File: config.mk
export PLATFORM = sky130hd
export DESIGN_NAME = fp16c_mul
export DESIGN_NICKNAME = d
export VERILOG_FILES = /design/src/rtl/fp16c_pkg.sv /design/src/rtl/fp16c_unpack.sv /design/src/rtl/fp16c_sigmul.sv /design/src/rtl/fp16c_round.sv /design/src/rtl/fp16c_mul.sv
export SDC_FILE = /design/constraint.sdc
export NUM_CORES = 1
export LEC_CHECK = 0
export BUFFER_PORTS_ARGS = -buffer_cell sky130_fd_sc_hd__buf_2
export CORE_AREA = 10 10 87 165
export CTS_BUF_LIST = sky130_fd_sc_hd__clkbuf_4 sky130_fd_sc_hd__clkbuf_8
export CTS_CLUSTER_DIAMETER = 40
export DETAILED_ROUTE_END_ITERATION = 10
export DIE_AREA = 0 0 97 175
export PLACE_DENSITY_LB_ADDON = 0.12
export SETUP_SLACK_MARGIN = 0.02
export SLEW_MARGIN = 20
export SYNTH_ARGS = -nofsm -noshare
export SYNTH_HDL_FRONTEND = slang
export SYNTH_SLANG_ARGS = --single-unit
File: constraint.sdc
create_clock -name clk -period 10.03 [get_ports clk]
set_clock_uncertainty 0.05 [all_clocks]
set_input_delay 0.5015 -clock clk [delete_from_list [all_inputs] [get_ports clk]]
set_output_delay 0.5015 -clock clk [all_outputs]
set_load 0.01 [all_outputs]
File: src/rtl/fp16c_pkg.sv
package fp16c_pkg;

  localparam int DEF_EXP_W = 6;
  localparam int DEF_MAN_W = 9;
  localparam int DEF_BIAS  = 31;

  // operand classes after unpacking
  typedef enum logic [1:0] {
    CLS_ZERO = 2'd0,
    CLS_NORM = 2'd1,
    CLS_INF  = 2'd2,
    CLS_NAN  = 2'd3
  } fcls_t;

endpackage

File: src/rtl/fp16c_unpack.sv
module fp16c_unpack
  import fp16c_pkg::*;
#(
  parameter int EXP_W = DEF_EXP_W,
  parameter int MAN_W = DEF_MAN_W,
  localparam int W     = 1 + EXP_W + MAN_W,
  localparam int SIG_W = MAN_W + 1
) (
  input  logic [W-1:0]     word,
  output logic             sign,
  output logic [EXP_W-1:0] expo,
  output logic [SIG_W-1:0] sig,
  output fcls_t            cls
);

  logic [MAN_W-1:0] frac;

  assign sign = word[W-1];
  assign expo = word[W-2 -: EXP_W];
  assign frac = word[MAN_W-1:0];
  assign sig  = {1'b1, frac};

  always_comb begin
    if (expo == '0)
      cls = CLS_ZERO;              // subnormals flush here
    else if (expo == '1)
      cls = (frac == '0) ? CLS_INF : CLS_NAN;
    else
      cls = CLS_NORM;
  end

endmodule

File: src/rtl/fp16c_sigmul.sv
module fp16c_sigmul #(
  parameter int SIG_W = 10,
  localparam int PROD_W = 2 * SIG_W
) (
  input  logic [SIG_W-1:0]  a,
  input  logic [SIG_W-1:0]  b,
  output logic [PROD_W-1:0] prod
);

  // one shifted row of a per bit of b, summed down a chain
  logic [PROD_W-1:0] acc [SIG_W+1];

  assign acc[0] = '0;

  for (genvar i = 0; i < SIG_W; i++) begin : g_row
    logic [PROD_W-1:0] row;
    assign row        = b[i] ? (PROD_W'(a) << i) : '0;
    assign acc[i + 1] = acc[i] + row;
  end

  assign prod = acc[SIG_W];

endmodule

File: src/rtl/fp16c_round.sv
module fp16c_round #(
  parameter int EXP_W = 6,
  parameter int MAN_W = 9,
  parameter int BIAS  = 31,
  localparam int W      = 1 + EXP_W + MAN_W,
  localparam int SIG_W  = MAN_W + 1,
  localparam int PROD_W = 2 * SIG_W,
  localparam int EW     = EXP_W + 2,
  localparam int EXP_SAT = (1 << EXP_W) - 1
) (
  input  logic              sign,
  input  logic [EXP_W-1:0]  ex,
  input  logic [EXP_W-1:0]  ey,
  input  logic [PROD_W-1:0] prod,
  output logic [W-1:0]      word,
  output logic              ovf,
  output logic              unf
);

  logic                 hi;
  logic [PROD_W-2:0]    shifted;
  logic [MAN_W-1:0]     mant;
  logic                 guard;
  logic                 sticky;
  logic                 rnd;
  logic [MAN_W:0]       mant_r;
  logic                 carry;
  logic signed [EW-1:0] exp_sum;
  logic signed [EW-1:0] exp_f;

  // widened exponent so that the sum cannot wrap
  assign exp_sum = $signed({2'b00, ex}) + $signed({2'b00, ey}) - EW'(BIAS);

  assign hi      = prod[PROD_W-1];
  assign shifted = hi ? prod[PROD_W-2:0] : {prod[PROD_W-3:0], 1'b0};
  assign mant    = shifted[PROD_W-2 -: MAN_W];
  assign guard   = shifted[PROD_W-2-MAN_W];
  assign sticky  = |shifted[PROD_W-3-MAN_W:0];

  // nearest, ties to even
  assign rnd    = guard & (sticky | mant[0]);
  assign mant_r = {1'b0, mant} + (MAN_W+1)'(rnd);
  assign carry  = mant_r[MAN_W];

  assign exp_f = exp_sum + EW'(hi) + EW'(carry);

  always_comb begin
    ovf = 1'b0;
    unf = 1'b0;
    if (int'(exp_f) >= EXP_SAT) begin
      ovf  = 1'b1;
      word = {sign, {EXP_W{1'b1}}, {MAN_W{1'b0}}};
    end else if (int'(exp_f) <= 0) begin
      unf  = 1'b1;
      word = {sign, {(W-1){1'b0}}};
    end else begin
      word = {sign, exp_f[EXP_W-1:0], mant_r[MAN_W-1:0]};
    end
  end

endmodule

File: src/rtl/fp16c_mul.sv
module fp16c_mul
  import fp16c_pkg::*;
#(
  parameter int EXP_W = DEF_EXP_W,
  parameter int MAN_W = DEF_MAN_W,
  parameter int BIAS  = DEF_BIAS,
  localparam int W      = 1 + EXP_W + MAN_W,
  localparam int SIG_W  = MAN_W + 1,
  localparam int PROD_W = 2 * SIG_W
) (
  input  logic         clk,
  input  logic         rst,
  input  logic [W-1:0] x,
  input  logic [W-1:0] y,
  output logic [W-1:0] z,
  output logic         ovf,
  output logic         unf
);

  localparam logic [W-1:0] QNAN =
    {1'b0, {EXP_W{1'b1}}, 1'b1, {(MAN_W-1){1'b0}}};

  logic              sx, sy, sz;
  logic [EXP_W-1:0]  ex, ey;
  logic [SIG_W-1:0]  ax, ay;
  fcls_t             cx, cy;
  logic [PROD_W-1:0] prod;
  logic [W-1:0]      num_word;
  logic              num_ovf, num_unf;
  logic [W-1:0]      z_d;
  logic              ovf_d, unf_d;
  logic              is_nan, is_inf, is_zero;

  fp16c_unpack #(.EXP_W(EXP_W), .MAN_W(MAN_W)) u_unx (
    .word(x), .sign(sx), .expo(ex), .sig(ax), .cls(cx)
  );

  fp16c_unpack #(.EXP_W(EXP_W), .MAN_W(MAN_W)) u_uny (
    .word(y), .sign(sy), .expo(ey), .sig(ay), .cls(cy)
  );

  fp16c_sigmul #(.SIG_W(SIG_W)) u_sig (
    .a(ax), .b(ay), .prod(prod)
  );

  assign sz = sx ^ sy;

  fp16c_round #(.EXP_W(EXP_W), .MAN_W(MAN_W), .BIAS(BIAS)) u_rnd (
    .sign(sz), .ex(ex), .ey(ey), .prod(prod),
    .word(num_word), .ovf(num_ovf), .unf(num_unf)
  );

  assign is_nan  = (cx == CLS_NAN) || (cy == CLS_NAN) ||
                   ((cx == CLS_INF) && (cy == CLS_ZERO)) ||
                   ((cx == CLS_ZERO) && (cy == CLS_INF));
  assign is_inf  = (cx == CLS_INF) || (cy == CLS_INF);
  assign is_zero = (cx == CLS_ZERO) || (cy == CLS_ZERO);

  always_comb begin
    ovf_d = 1'b0;
    unf_d = 1'b0;
    if (is_nan)
      z_d = QNAN;
    else if (is_inf)
      z_d = {sz, {EXP_W{1'b1}}, {MAN_W{1'b0}}};
    else if (is_zero)
      z_d = {sz, {(W-1){1'b0}}};
    else begin
      z_d   = num_word;
      ovf_d = num_ovf;
      unf_d = num_unf;
    end
  end

  always_ff @(posedge clk) begin
    if (rst) begin
      z   <= '0;
      ovf <= 1'b0;
      unf <= 1'b0;
    end else begin
      z   <= z_d;
      ovf <= ovf_d;
      unf <= unf_d;
    end
  end

  AST_RST_CLEAR: assert property (@(posedge clk) rst |=> (z == '0 && !ovf && !unf));
  AST_FLAG_EXCL: assert property (@(posedge clk) disable iff (rst) !(ovf && unf));
  AST_OVF_INF: assert property (@(posedge clk) disable iff (rst) ovf |-> (z[W-2:0] == {{EXP_W{1'b1}}, {MAN_W{1'b0}}}));
  AST_UNF_ZERO: assert property (@(posedge clk) disable iff (rst) unf |-> (z[W-2:0] == '0));
  AST_NAN_CANON: assert property (@(posedge clk) disable iff (rst) ((z[W-2 -: EXP_W] == '1) && (z[MAN_W-1:0] != '0)) |-> (z == QNAN));
  AST_SIGN_XOR: assert property (@(posedge clk) disable iff (rst) (!$past(rst) && z != QNAN) |-> (z[W-1] == ($past(x[W-1]) ^ $past(y[W-1]))));

endmodule

==> reports/qor.log, run 1 <==
[synth] cell count after synthesis 572
[synth] number of enable flip-flop cells after synthesis 0
[routing] detail-routed via count per cell 5.44
[place] worst setup slack after placement 1.19 ns
[clocking] clock-pin slew of the registers on the worst-case setup and hold paths 0.06 ns
[finish] growth of design area from synthesis to finish 8.18%
[setup_path] Worst path slowest cell a2111oi_0
[global_route] number of global-route vias before repair 4570
[power_and_ir_drop] fraction of power consumed by combinational cells 0.920
[power_and_ir_drop] switching fraction of total power 0.554
[synth] Mapped Avg Cell Area 8.48 um2
[synth] proportion of synthesized chip area in sequential cells 0.0743
[finish] commonest non-fill, non-tap cells in the layout inv_1, fa_1, ha_1, nand2_1, buf_2
[die] initial core utilization 0.414
[synth] most used flip-flop cell after synthesis dfxtp_1
[finish] Layout Nets 766
[timing] unrepaired setup endpoints after global routing false
[setup_path] Critical Path Fanout Max 26
[finish] post-route cell area 5250 um2
[min_path] startpoint of the worst hold path rst
[clocking] clock tree from TritonCTS built
[routing] number of optimization iterations in the first detailed-route pass 4
[power_and_ir_drop] internal cell power 778 uW
[timing] worst slew pin tran 0.686 ns
[die] DIE HEIGHT 175 um
[place] final weighted congestion in routability-driven placement 0.846
[clocking] total clock sinks 18
[timing] max-slew violation count 0
[setup_path] critical path data required time 10.14 ns
[die] Top Ports 52
[clocking] count of hold-fix buffers inserted at cts 0
[timing] Final Setup Violations 0
[finish] utilization of the core after routing 0.448
[routing] Iter 0 DRT Violations 93
[global_route] GR Overflow Total 0
[routing] overall routed net length 12700 um
[finish] most frequent standard cell in the layout excluding fill and tap cells inv_1
[power_and_ir_drop] Worst VDD drop 230 uV
[die] overall die width 97 um
[timing] peak clock frequency supported by timing 119 MHz
[synth] Synth cell types 60
[setup_path] critical setup path kind in2reg
[setup_path] library cell appearing most often on the critical path fa_1
[die] number of cell rows 56
[power_and_ir_drop] proportion of power drawn by flip-flops and latches 0.053
[setup_path] Startpoint Class primary input
[setup_path] buffer and inverter count on the worst path 5
[timing] total negative setup slack 0 ns
[synth] total number of yosys warnings 0
[status] status finished clean
[setup_path] launching instance or port of the critical path y[1]
[synth] Post-Synthesis Net Count 733
[clocking] number of levels in the clock H-tree 1
[synth] Yosys reg bits 18
[place] post-placement cell area 5200 um2
[finish] share of post-route cells with drive strength above 1 0.114
[global_route] wire length of the first global-routing pass 21300 um
[synth] cell area after synthesis 4850 um2
[routing] via total after detailed routing 4070
[finish] # fillers 1169
[power_and_ir_drop] net switching power figure 967 uW
[power_and_ir_drop] Pwr Density 333 nW/um2
[die] Std-Cell Core Area 11700 um2
[clocking] post-CTS resize count 0
[flow_run] count of maximum capacitance violations 0
[global_route] largest net degree at the start of global routing 27
[clocking] buffer depth of the longest clock path 2
[place] placed wire-length estimate after detailed placement 11300 um
[power_and_ir_drop] fraction of power consumed by the clock network 0.027
[timing] slew margin rel. 0.540
[die] die area 17000 um2
[finish] antenna diode count 0
[synth] ys async rst share 0
[routing] Post-route DRC 0
[place] Port-buffer cells 51
[power_and_ir_drop] static power due to leakage 0.00258 uW
[clocking] Post-CTS Setup Repair Bufs 0
[routing] number of antenna-violating nets in the routed design 0
[global_route] overall track demand over capacity in global routing 0.148
[setup_path] maximum cell stage delay along the critical path 0.57 ns
[timing] Final min period 8.39 ns
[min_path] Worst Hold Class in2reg
[routing] average detailed-routed wire length per instance 17.0 um
[setup_path] cell class contributing the biggest share of worst-path delay adder cells
[clocking] number of CTS-inserted buffers 3
[clocking] clock tree root buffer cell clkbuf_8
[timing] fin worst setup slack 1.64 ns
[setup_path] Critical Path Sink Type flip-flop
[timing] final-report hold violation count 0
[setup_path] arrival time reported for the critical path endpoint 8.49 ns
[timing] Final Cycle Share 0.836
[global_route] number of antenna violations at the first check in global routing 0
-- flip-flops by register name, summed over array words and instances, names as in the netlist --
| name | count |
|---|---|
| ovf | 1 |
| unf | 1 |
| z | 16 |
-- power groups by stage --
stage	clock network (uW)	registers (uW)	logic, uW
after detailed placement	0	94.1	1610
after global placement	0	94.3	1600
after CTS	49.1	92.5	1620
after floorplan	0	103	1250
final	47.6	92.2	1610
after global routing	51.3	93.4	1820
-- area by class of cell --
type / count / area [um2] / share of cell area
Inverter: 80 / 300 / 0.0572
Tap cell: 145 / 181 / 0.0346
Clock buffer: 3 / 41.3 / 0.00787
Multi-Input combinational cell: 449 / 4090 / 0.780
Timing Repair Buffer: 53 / 270 / 0.0515
Sequential cell: 18 / 360 / 0.0687
-- cells in the mapped netlist (all sizes together) (9+ instances only) --
library cell,n,share of area
a211oi,10,0.018
a21oi,20,0.021
and2,42,0.054
clkbuf,21,0.017
dfxtp,18,0.074
fa,68,0.28
ha,59,0.15
inv,80,0.062
nand2,56,0.043
nor2,25,0.019
nor2b,9,0.012
nor3,16,0.017
nor4,9,0.012
xnor2,16,0.029
-- cell families (layout without fill, tap and decap cells) --
| group | after synthesis | in the layout | synth area share |
|---|---|---|---|
| multiplexers | 5 | 5 | 0.0106 |
| AND/OR/NAND/NOR | 207 | 207 | 0.227 |
| adder cells (fa/ha/maj) | 127 | 127 | 0.433 |
| buffers and inverters | 105 | 136 | 0.0833 |
| flip-flops | 18 | 18 | 0.0743 |
| AO/OA/AOI/OAI | 87 | 87 | 0.130 |
| XOR/XNOR | 23 | 23 | 0.0415 |
-- per-layer routing --
| layer | wire length (um) | global-route usage |
|---|---|---|
| met5 | 0 | 0 |
| met2 | 7720 | 0.316 |
| met1 | 4450 | 0.138 |
| met4 | 311 | 0.0513 |
| met3 | 226 | 0.0103 |
-- path summary, 6_finish.rpt --
path / end / slack (ns) / depth (start not counted)
setup / recovery: z[0] / 1.64 / 28
hold / removal: z[12] / 0.49 / 2
-- metrics by stage --
| stage | hold slack, ns | instances | total power [uW] |
|---|---|---|---|
| 6_report | 0.494 | 748 | 1750 |
| 5_1_grt | 0.500 | 748 | 1970 |
| 4_1_cts | 0.493 | 748 | 1760 |
| 3_5_place_dp | 0.752 | 745 | 1700 |
| 3_3_place_gp | 0.755 | 745 | 1690 |
| 2_1_floorplan | 0.629 | 572 | 1350 |
(Power assumes the default switching activity.)
==> run 2: changes to the inputs <==
- clock period: 10.03 -> 8 ns (I/O delays scaled with it)
==> run 2 against run 1 <==
  * Sequential power grew 26%
  * Setup slack lost 1.3 ns
  * Flip-flop and latch count is the same
  * First-iteration DRC count grew 22%
  * Largest cell class unchanged
  * Highest routed layer unchanged
==> reports/qor.log, run 2 (synthesis gave the netlist of run 1 again) <==
[die] number of cell rows 56
[finish] growth of design area from synthesis to finish 13.6%
[routing] average detailed-routed wire length per instance 16.8 um
[clocking] number of levels in the clock H-tree 1
[finish] commonest non-fill, non-tap cells in the layout inv_1, fa_1, ha_1, nand2_1, buf_2
[finish] area of all sequential standard cells 360 um2
[finish] antenna diode count 0
[setup_path] Critical Path Sink Type flip-flop
[place] placed wire-length estimate after detailed placement 11600 um
[min_path] Worst Hold Class in2reg
[place] worst setup slack after placement -0.0757 ns
[routing] detail-routed via count per cell 5.46
[timing] peak clock frequency supported by timing 131 MHz
[setup_path] critical path data required time 8.11 ns
[die] Std-Cell Core Area 11700 um2
[global_route] wire length of the first global-routing pass 21600 um
[timing] worst slew pin tran 0.739 ns
[clocking] clock-pin slew of the registers on the worst-case setup and hold paths 0.06 ns
[timing] Final min period 7.62 ns
[timing] Final Setup Violations 0
[finish] most frequent standard cell in the layout excluding fill and tap cells inv_1
[routing] Post-route DRC 0
[die] initial core utilization 0.414
[timing] final-report hold violation count 0
[die] overall die width 97 um
[finish] multi-input logic area 4120 um2
[finish] number of flip-flops in the largest register 16
[global_route] GR Overflow Total 0
[clocking] clock tree root buffer cell clkbuf_8
[finish] share of post-route cells with drive strength above 1 0.167
[routing] Iter 0 DRT Violations 113
[power_and_ir_drop] total chip power 2400 uW
[clocking] count of hold-fix buffers inserted at cts 0
[global_route] largest net degree at the start of global routing 15
[die] DIE HEIGHT 175 um
[setup_path] maximum cell stage delay along the critical path 0.55 ns
[global_route] number of antenna violations at the first check in global routing 0
[min_path] WHS Path Cells 2
[setup_path] Startpoint Class primary input
[timing] Final Cycle Share 0.953
[global_route] overall track demand over capacity in global routing 0.150
[status] status finished clean
[global_route] number of global-route vias before repair 4632
[clocking] total clock sinks 18
[power_and_ir_drop] Pwr Density 436 nW/um2
[place] Port-buffer cells 51
[finish] largest registers z (16), ovf (1), unf (1)
[finish] Layout Nets 796
[routing] via total after detailed routing 4248
[routing] overall routed net length 13100 um
[power_and_ir_drop] Worst VDD drop 269 uV
[setup_path] arrival time reported for the critical path endpoint 7.73 ns
[clocking] clock tree from TritonCTS built
[clocking] number of CTS-inserted buffers 3
[timing] fin worst setup slack 0.380 ns
[place] final weighted congestion in routability-driven placement 0.869
[power_and_ir_drop] static power due to leakage 0.00273 uW
[setup_path] critical setup path kind in2reg
[die] Top Ports 52
[die] die area 17000 um2
[timing] max-slew violation count 0
[setup_path] Worst path slowest cell fa_1
[setup_path] library cell appearing most often on the critical path fa_1
[clocking] buffer depth of the longest clock path 2
[flow_run] count of maximum capacitance violations 0
[routing] number of optimization iterations in the first detailed-route pass 4
[routing] number of antenna-violating nets in the routed design 0
[timing] slew margin rel. 0.504
[setup_path] Critical Path Fanout Max 8
[finish] most flop-heavy register z
[finish] # fillers 1166
==> run 2: layout make-up <==
| class | count | area share |
|---|---|---|
| flip-flops and latches | 18 | 0.0654 |
| multi-input cells | 449 | 0.748 |
| well taps | 145 | 0.0329 |
| clock buffers | 3 | 0.00749 |
| repair buffers | 83 | 0.0913 |
| inverters | 80 | 0.0545 |
==> run 2: power breakdown <==
group | switching (uW) | internal, uW
Combinational | 1270 | 956
Sequential | 3.81 | 112
Clock | 26.1 | 33.3
==> run 2: critical path, delay by kind of cell <==
kind | cells | cell delay [ns]
fa+ha+maj | 8 | 3.28
buf+inv | 6 | 0.68
compound gates | 8 | 2.20
xor+xnor | 1 | 0.19
simple gates | 6 | 0.96
==> run 2: path summary, 6_finish.rpt <==
path,start,endpoint,slack (ns)
max,x[6],z[5],0.38
min,rst,z[12],0.40
==> run 2: through the flow <==
step | util | cells | setup TNS [ns] | cell area [um2] | hold slack (ns)
after floorplan | - | 572 | 0 | 4850 | 0.527
after global placement | 0.461 | 770 | 0 | 5390 | 0.652
after detailed placement | 0.461 | 770 | -0.331 | 5390 | 0.650
after CTS | 0.464 | 773 | 0 | 5430 | 0.393
after global routing | 0.471 | 778 | -0.0115 | 5510 | 0.415
final | 0.471 | 778 | 0 | 5510 | 0.395
==> run 2: routing by layer <==
metal	track usage	wire, um
met5	0	0
met3	0.0122	384
met2	0.330	7910
met4	0.0426	408
met1	0.134	4360
==> run 2: repair_timing <==
item                       in CTS  in global routing
setup endpoints to repair       0                 14
setup buffers                   0                  5
resized for setup               0                 11
==> run 3: changes to the inputs <==
- clock period: 8 -> 9.55 ns (I/O delays scaled with it)
==> run 3 against run 2 <==
  * Clock-buffer cell count stayed put
  * Via count is 3.5% lower
  * Flip-flop and latch count stayed put
  * Wire length is 3.8% lower
  * Sequential power is 16% lower
  * Combinational power is 25% lower
  * Non-clock buffer count is 30 lower
  * Largest cell class unchanged
==> reports/qor.log, run 3 (synthesis gave the netlist of run 1 again) <==
[timing] Final Setup Violations 0
[finish] most frequent standard cell in the layout excluding fill and tap cells inv_1
[setup_path] Startpoint Class primary input
[power_and_ir_drop] Worst VDD drop 227 uV
[setup_path] Critical Path Sink Type flip-flop
[power_and_ir_drop] Pwr Density 347 nW/um2
[die] number of cell rows 56
[die] overall die width 97 um
[routing] number of antenna-violating nets in the routed design 0
[global_route] GR Overflow Total 0
[finish] growth of design area from synthesis to finish 8.18%
[routing] Iter 0 DRT Violations 167
[place] final weighted congestion in routability-driven placement 0.892
[setup_path] Critical Path Fanout Max 9
[clocking] total clock sinks 18
[global_route] number of antenna violations at the first check in global routing 0
[timing] final-report hold violation count 0
[routing] overall routed net length 12600 um
[die] Top Ports 52
[min_path] Worst Hold Class in2reg
[finish] share of post-route cells with drive strength above 1 0.114
[timing] Final min period 8.48 ns
[die] Std-Cell Core Area 11700 um2
[clocking] count of hold-fix buffers inserted at cts 0
[finish] utilization of the core after routing 0.448
[finish] multi-input logic area 4090 um2
[timing] worst slew pin tran 0.736 ns
[routing] number of optimization iterations in the first detailed-route pass 5
[clocking] buffer depth of the longest clock path 2
[finish] # fillers 1176
[clocking] post-CTS resize count 0
[setup_path] critical path data required time 9.65 ns
[finish] number of flip-flops in the largest register 16
[global_route] wire length of the first global-routing pass 21100 um
[finish] area of all sequential standard cells 360 um2
[place] Port-buffer cells 51
[timing] max-slew violation count 0
[die] DIE HEIGHT 175 um
[clocking] Post-CTS Setup Repair Bufs 0
[power_and_ir_drop] static power due to leakage 0.00258 uW
[routing] Post-route DRC 0
[status] status finished clean
[finish] most flop-heavy register z
[timing] Final Cycle Share 0.888
[clocking] clock-pin slew of the registers on the worst-case setup and hold paths 0.06 ns
[setup_path] critical setup path kind in2reg
[finish] Layout Nets 766
[finish] largest registers z (16), ovf (1), unf (1)
[finish] commonest non-fill, non-tap cells in the layout inv_1, fa_1, ha_1, nand2_1, buf_2
[routing] via total after detailed routing 4099
[die] die area 17000 um2
[clocking] number of CTS-inserted buffers 3
[global_route] overall track demand over capacity in global routing 0.147
[routing] detail-routed via count per cell 5.48
[clocking] clock tree from TritonCTS built
[timing] peak clock frequency supported by timing 118 MHz
[global_route] number of global-route vias before repair 4468
[setup_path] arrival time reported for the critical path endpoint 8.58 ns
[timing] unrepaired setup endpoints after global routing false
[global_route] largest net degree at the start of global routing 21
[routing] average detailed-routed wire length per instance 16.8 um
[die] initial core utilization 0.414
[flow_run] count of maximum capacitance violations 0
[timing] total negative setup slack 0 ns
[place] placed wire-length estimate after detailed placement 11100 um
[timing] slew margin rel. 0.497
[clocking] number of levels in the clock H-tree 1
[finish] antenna diode count 0
[clocking] clock tree root buffer cell clkbuf_8
-- run 3: layout make-up --
class | instances | share of cell area
Inverter | 80 | 0.0572
Multi-Input combinational cell | 449 | 0.780
Timing Repair Buffer | 53 | 0.0515
Clock buffer | 3 | 0.00787
Sequential cell | 18 | 0.0687
Tap cell | 145 | 0.0346
-- run 3: report_power, final --
group          internal, uW  switching, uW
sequential             93.8           3.40
combinational           694            979
clock                  27.9           22.1
total                   816           1000
-- run 3: critical path: stages --
cell and delay [ns]:
buf_2 0.18, inv_1 0.14, nor2_1 0.15, fa_1 0.46, fa_1 0.52, inv_1 0.05
fa_1 0.47, fa_1 0.54, inv_1 0.05, fa_1 0.45, ha_1 0.39, nand3_1 0.11
and2_1 0.17, a211oi_2 0.36, o221ai_1 0.25, xnor2_2 0.26, nand2b_1 0.25, a2111oi_0 0.69
ha_1 0.30, inv_1 0.06, fa_1 0.42, nor2_1 0.29, nor2_1 0.07, and4_1 0.22
a211oi_2 0.25, o211ai_1 0.24, nand4bb_1 0.48, a211oi_1 0.27
-- run 3: metrics by stage --
stage / power [uW] / cell area (um2) / setup WS (ns) / instances / hold slack, ns
2_1_floorplan: 1420 / 4850 / 1.77 / 572 / 0.605
3_3_place_gp: 1760 / 5200 / 0.809 / 745 / 0.731
3_5_place_dp: 1780 / 5200 / 0.783 / 745 / 0.733
4_1_cts: 1840 / 5250 / 1.01 / 748 / 0.471
5_1_grt: 2040 / 5250 / 0.389 / 748 / 0.487
6_report: 1820 / 5250 / 1.07 / 748 / 0.474
-- run 3: layer usage --
| metal | vias to the layer above | routed length [um] | part of all wire | GRT usage |
|---|---|---|---|---|
| li1 | 1991 | - | - | - |
| met5 | - | 0 | 0 | 0 |
| met3 | 21 | 326 | 0.026 | 0.0111 |
| met4 | 0 | 255 | 0.020 | 0.0439 |
| met2 | 80 | 7570 | 0.60 | 0.310 |
| met1 | 2007 | 4410 | 0.35 | 0.142 |
-- run 3: final timing paths --
path	startpoint	end	slack [ns]	cells past startpoint
worst max-delay path	y[1]	z[5]	1.07	28
worst min-delay path	rst	z[14]	0.47	2
